--- config.mk ---
export PLATFORM = sky130hd
export DESIGN_NAME = window_watchdog
export DESIGN_NICKNAME = d
export VERILOG_FILES = /design/src/rtl/wdw_pkg.sv /design/src/rtl/wdw_strobe_edge.sv /design/src/rtl/wdw_window_timer.sv /design/src/rtl/wdw_lockout.sv /design/src/rtl/window_watchdog.sv
export SDC_FILE = /design/constraint.sdc
export NUM_CORES = 1
export LEC_CHECK = 0
export CAP_MARGIN = 20
export CORE_MARGIN = 4
export CORE_UTILIZATION = 57
export CTS_CLUSTER_DIAMETER = 60
export DETAILED_ROUTE_END_ITERATION = 12
export PLACE_DENSITY = 0.76
export SLEW_MARGIN = 10
export SYNTH_ARGS = -nofsm -noshare
export SYNTH_HDL_FRONTEND = slang
export SYNTH_SLANG_ARGS = --single-unit
--- constraint.sdc ---
create_clock -name clk_i -period 3.8 [get_ports clk_i]
set_input_delay 0.57 -clock clk_i [delete_from_list [all_inputs] [get_ports clk_i]]
set_output_delay 0.57 -clock clk_i [all_outputs]
set_load 0.05 [all_outputs]
--- src/rtl/wdw_pkg.sv ---
package wdw_pkg;
  typedef enum logic [1:0] {
    VERD_NONE  = 2'd0,
    VERD_OK    = 2'd1,
    VERD_EARLY = 2'd2,
    VERD_LATE  = 2'd3
  } verdict_e;
endpackage

--- src/rtl/wdw_strobe_edge.sv ---
module wdw_strobe_edge #(
  parameter int SYNC_STAGES = 2
) (
  input  logic clk_i,
  input  logic rst_ni,
  input  logic strobe_i,
  output logic pulse_o
);
  localparam int LAST = SYNC_STAGES - 1;

  logic [SYNC_STAGES-1:0] sync_q;
  logic                   prev_q;

  for (genvar g = 0; g < SYNC_STAGES; g++) begin : g_sync
    if (g == 0) begin : g_first
      always_ff @(posedge clk_i or negedge rst_ni)
        if (!rst_ni) sync_q[0] <= 1'b0;
        else         sync_q[0] <= strobe_i;
    end else begin : g_next
      always_ff @(posedge clk_i or negedge rst_ni)
        if (!rst_ni) sync_q[g] <= 1'b0;
        else         sync_q[g] <= sync_q[g-1];
    end
  end

  always_ff @(posedge clk_i or negedge rst_ni)
    if (!rst_ni) prev_q <= 1'b0;
    else         prev_q <= sync_q[LAST];

  assign pulse_o = sync_q[LAST] & ~prev_q;

  assert_single_pulse_R2: assert property (@(posedge clk_i) disable iff (!rst_ni)
    pulse_o |=> !pulse_o);
endmodule

--- src/rtl/wdw_window_timer.sv ---
module wdw_window_timer
  import wdw_pkg::*;
#(
  parameter int TICK_DIV = 200000,
  parameter int EARLY_MS = 10,
  parameter int LATE_MS  = 15
) (
  input  logic     clk_i,
  input  logic     rst_ni,
  input  logic     strobe_i,
  input  logic     freeze_i,
  output verdict_e verdict_o
);
  localparam int DIV_W = (TICK_DIV > 1) ? $clog2(TICK_DIV) : 1;
  localparam int MS_W  = $clog2(LATE_MS + 1);
  localparam logic [DIV_W-1:0] DIV_TOP = DIV_W'(TICK_DIV - 1);
  localparam logic [MS_W-1:0]  MS_EARLY = MS_W'(EARLY_MS);
  localparam logic [MS_W-1:0]  MS_LATE  = MS_W'(LATE_MS);

  logic [DIV_W-1:0] div_q;
  logic [MS_W-1:0]  ms_q, ms_next;
  logic             tick, expired;

  assign tick    = (div_q == DIV_TOP);
  assign expired = (ms_q == MS_LATE);
  // ms count including the current cycle, so a gap of N*TICK_DIV reads N
  assign ms_next = expired ? ms_q : ms_q + MS_W'(tick);

  always_comb begin
    verdict_o = VERD_NONE;
    if (!freeze_i) begin
      if (strobe_i) begin
        if (ms_next < MS_EARLY)      verdict_o = VERD_EARLY;
        else if (ms_next >= MS_LATE) verdict_o = VERD_LATE;
        else                         verdict_o = VERD_OK;
      end else if (!expired && ms_next == MS_LATE) begin
        verdict_o = VERD_LATE;
      end
    end
  end

  always_ff @(posedge clk_i or negedge rst_ni) begin
    if (!rst_ni) begin
      div_q <= '0;
      ms_q  <= '0;
    end else if (!freeze_i) begin
      if (strobe_i) begin
        div_q <= '0;
        ms_q  <= '0;
      end else if (!expired) begin
        div_q <= tick ? '0 : div_q + 1'b1;
        ms_q  <= ms_next;
      end
    end
  end

  assert_frozen_hold_R10: assert property (@(posedge clk_i) disable iff (!rst_ni)
    freeze_i |=> ($stable(ms_q) && $stable(div_q)));
  assert_restart_R6: assert property (@(posedge clk_i) disable iff (!rst_ni)
    (strobe_i && !freeze_i) |=> (ms_q == '0 && div_q == '0));
  assert_timeout_sat_R4: assert property (@(posedge clk_i) disable iff (!rst_ni)
    (verdict_o == VERD_LATE && !strobe_i) |=> expired);
endmodule

--- src/rtl/wdw_lockout.sv ---
module wdw_lockout
  import wdw_pkg::*;
(
  input  logic     clk_i,
  input  logic     rst_ni,
  input  logic     stb_i,
  input  logic     arm_i,
  input  verdict_e verdict_i,
  output logic     enable_o,
  output logic     locked_o,
  output logic     irq_o
);
  logic enable_q, locked_q, irq_q;
  logic arming;

  assign arming = stb_i && arm_i && !enable_q;

  always_ff @(posedge clk_i or negedge rst_ni) begin
    if (!rst_ni) begin
      enable_q <= 1'b0;
      locked_q <= 1'b0;
      irq_q    <= 1'b0;
    end else if (!locked_q) begin
      if (arming) begin
        enable_q <= 1'b1;
        irq_q    <= 1'b0;
      end else begin
        case (verdict_i)
          VERD_OK: irq_q <= 1'b0;
          VERD_EARLY, VERD_LATE: begin
            irq_q <= 1'b1;
            if (enable_q) locked_q <= 1'b1;
          end
          default: ;
        endcase
      end
    end
  end

  assign enable_o = enable_q;
  assign locked_o = locked_q;
  assign irq_o    = irq_q | locked_q;

  assert_unarmed_no_lock_R7: assert property (@(posedge clk_i) disable iff (!rst_ni)
    !enable_q |-> !locked_q);
  assert_lock_sticky_R9: assert property (@(posedge clk_i) disable iff (!rst_ni)
    locked_q |=> (locked_q && irq_o));
  assert_early_irq_R3: assert property (@(posedge clk_i) disable iff (!rst_ni)
    (verdict_i == VERD_EARLY && !locked_q && !arming) |=> irq_o);
  assert_arm_R8: assert property (@(posedge clk_i) disable iff (!rst_ni)
    (arming && !locked_q) |=> (enable_q && !irq_o));
endmodule

--- src/rtl/window_watchdog.sv ---
module window_watchdog
  import wdw_pkg::*;
#(
  parameter int TICK_DIV    = 200000,
  parameter int EARLY_MS    = 10,
  parameter int LATE_MS     = 15,
  parameter int SYNC_STAGES = 2
) (
  input  logic clk_i,
  input  logic rst_ni,
  input  logic strobe_i,
  input  logic arm_i,
  output logic wdt_irq_no,
  output logic fault_lamp_o,
  output logic drive_inhibit_no
);
  logic     stb_pulse, stb_accept;
  logic     enable, locked, irq;
  verdict_e verdict;

  wdw_strobe_edge #(.SYNC_STAGES(SYNC_STAGES)) u_edge (
    .clk_i   (clk_i),
    .rst_ni  (rst_ni),
    .strobe_i(strobe_i),
    .pulse_o (stb_pulse)
  );

  assign stb_accept = stb_pulse & ~locked;

  wdw_window_timer #(
    .TICK_DIV(TICK_DIV),
    .EARLY_MS(EARLY_MS),
    .LATE_MS (LATE_MS)
  ) u_timer (
    .clk_i    (clk_i),
    .rst_ni   (rst_ni),
    .strobe_i (stb_accept),
    .freeze_i (locked),
    .verdict_o(verdict)
  );

  wdw_lockout u_lock (
    .clk_i    (clk_i),
    .rst_ni   (rst_ni),
    .stb_i    (stb_accept),
    .arm_i    (arm_i),
    .verdict_i(verdict),
    .enable_o (enable),
    .locked_o (locked),
    .irq_o    (irq)
  );

  assign wdt_irq_no       = ~irq;
  assign fault_lamp_o     = locked;
  assign drive_inhibit_no = ~locked;

  assert_ignore_locked_R10: assert property (@(posedge clk_i) disable iff (!rst_ni)
    (locked && stb_pulse) |=> (!wdt_irq_no && fault_lamp_o && !drive_inhibit_no));
  assert_lock_needs_arm_R9: assert property (@(posedge clk_i) disable iff (!rst_ni)
    $rose(locked) |-> $past(enable));
endmodule

==> flow_summary.ini <==
[run_status]
status = completed

[sta]
tightest_slew_ns = 0.757
relSlewSlack_pct = 49.2
final_max_slew_viol_count = 0
finalSetupTns_ns = 0
finalCritPeriodShare_pct = 77.8
period_needed_ns = 2.96
finClkSkew_ns = 0.00528
fmax_ghz = 0.338
setup_violations = 0
hold_viol = 0
setup_slack_ns = 0.844
rsz0062_at_grt = false
timing.hold.ws_ns = 0.364

[clock_network]
clock_sinks = 28
cts_setup_buffers = 0
cts_buffers = 3
clk_latency_ns = 0.32
htree_num_levels = 1
cts_root_buf = clkbuf_4
clockBufferDepth = 2
clk_pin_slew_ns = 0.13
postCtsHoldBufs = 0
ctsResizeCount = 0
tritoncts = done

[yosys]
ys.flop_type = dfrtp_1
synth_top_area_share_pct = 44.7
syn_area_mm2 = 0.00157
synth_warnings = 0
ys_ff_latch = 28
synth.largest_area_cell = dfrtp_1
ys_top_cells_by_area = dfrtp_1, xor2_1, nor2_1
synthArstFlopShare_pct = 100
syn_area_per_cell_um2 = 9.34
synth_nets = 175
synth_cells = 168
synth_edf_count = 0
yosysUniqueCellTypes = 39
yosysSeqAreaShare_pct = 44.7

[grt]
gr-total-overflow = 0
grt_use_total_pct = 20.5
antenna_found_initial = 0
grt_pass1_vias = 1226
grt_pass1_wl_um = 5620
grt_start_max_net_pins = 29

[setup_path]
cp-start-kind = flip-flop
worstPathRequired_ns = 4.05
path_class = reg2reg
crit_top_cell = ha_1
critPathMaxFanout = 6
cpLargestDelayFamily = simple AND/OR/NAND/NOR gates
cpPeakStageDelay_ns = 0.46
worstPathArrival_ns = 3.21
path_cells = ha_1 -> and4_1 -> and2_1 -> nand2_1 -> inv_1 -> ha_1 -> ha_1 -> nand2b_1 -> or3b_2 -> a31oi_1 -> a211oi_1 -> a21oi_1
end_kind = flip-flop
worst-path-buf-inv = 1
cpMaxStageDelayCell = or3b_2

[pwr]
p_per_area_mw_per_mm2 = 305
p_total_mw = 0.515
p_leak_nw = 0.740
ir_drop_mv = 0.252

[route]
ant_nets = 0
drt-pass1-iter-count = 4
drc = 0
viasPerCell = 6.26
vias = 1289
wl_um = 3370
post_drt_wl_per_cell_um = 16.4
drt_iter0_drc = 69

[placement]
port_buffers = 6
hpwl_um = 2460
preCtsSetupSlack_ns = 0.889
placed_cell_area_mm2 = 0.00166
placedCellCount = 203
gp_congestion = 1.03

[floorplan]
die_y_um = 60.5
initial_utilization_pct = 61.7
dieArea_mm2 = 0.00366
rows = 18
core_mm2 = 0.00254
pin_count = 7
dieWidth_um = 60.5

[cells_and_area]
layout.nets = 185
syn_to_final_growth_pct = 7.50
layout_common_cells = dfrtp_1, nor2_1, nand2_1
final_cell_count_no_fill = 206
finalInstanceArea_mm2 = 0.00169
diodes = 0
mostFrequentLayoutCell = dfrtp_1
drive_gt1_share_pct = 6.25
final_core_util_pct = 66.3

[job]
cap_violations = 0

[min_path]
hold_class = reg2reg
[sequential cells by signal, indices dropped and copies added (netlist names)]
name / cells
u_timer.div_q: 18
u_timer.ms_q: 4
u_edge.sync_q: 2
u_edge.prev_q: 1
u_lock.enable_o: 1
u_lock.irq_q: 1
u_lock.locked_o: 1
[worst paths after layout]
path / start / endpoint / slack [ns] / depth (start not counted)
worst max-delay path: u_timer.div_q[0] / u_lock.irq_q / 0.84 / 12
worst min-delay path: u_edge.sync_q[0] / u_edge.sync_q[1] / 0.36 / 0
worst max register to register: u_timer.div_q[0] / u_lock.irq_q / 0.84 / 12
worst min register to register: u_edge.sync_q[0] / u_edge.sync_q[1] / 0.36 / 0
max in group asynchronous: rst_ni / u_timer.div_q[7] / 2.92 / 2
min in group asynchronous: rst_ni / u_timer.div_q[13] / 0.60 / 2
[area by class of cell]
cell class	count	area, um^2
flip-flops and latches	28	701
well taps	30	37.5
clock buffers	3	22.5
multi-input cells	132	836
repair buffers	7	67.6
inverters	6	22.5
fillers	194	858
[Yosys cell counts, types with 3 or more instances]
cell      number
nor4b_1        4
and4_1         3
o21ai_0        9
a22o_1         3
xor2_1         9
nand3_1       10
nor2_1        19
ha_1           3
nand2_1       17
nor2b_1        3
dfrtp_1       28
nand2b_1       3
a21oi_1       10
and2_1         4
nand4_1        6
inv_1          6
[power breakdown]
group | leakage (nW) | switching (mW) | internal (mW)
clock | 0.0138 | 0.0789 | 0.0371
sequential | 0.368 | 0.0263 | 0.321
combinational | 0.358 | 0.0262 | 0.0259
total | 0.740 | 0.131 | 0.384
[routing by layer]
metal / share of wire, % / GRT usage [%]
met3: 4.0 / 2.77
met5: 0 / 0
met2: 50 / 34.3
met4: 0.92 / 6.19
met1: 45 / 28.0
[kinds of logic (layout without fill, tap and decap cells)]
kind of cell	count (synthesis)	after routing	share of synthesized area, %
AND/OR/NAND/NOR	80	80	27.2
AO/OA/AOI/OAI	37	37	16.8
flip-flops	28	28	44.7
XOR/XNOR	11	11	6.14
buffers and inverters	8	16	2.07
adder cells (fa/ha/maj)	3	3	2.39
multiplexers	1	1	0.718
Power figures use the tool's default switching activity.
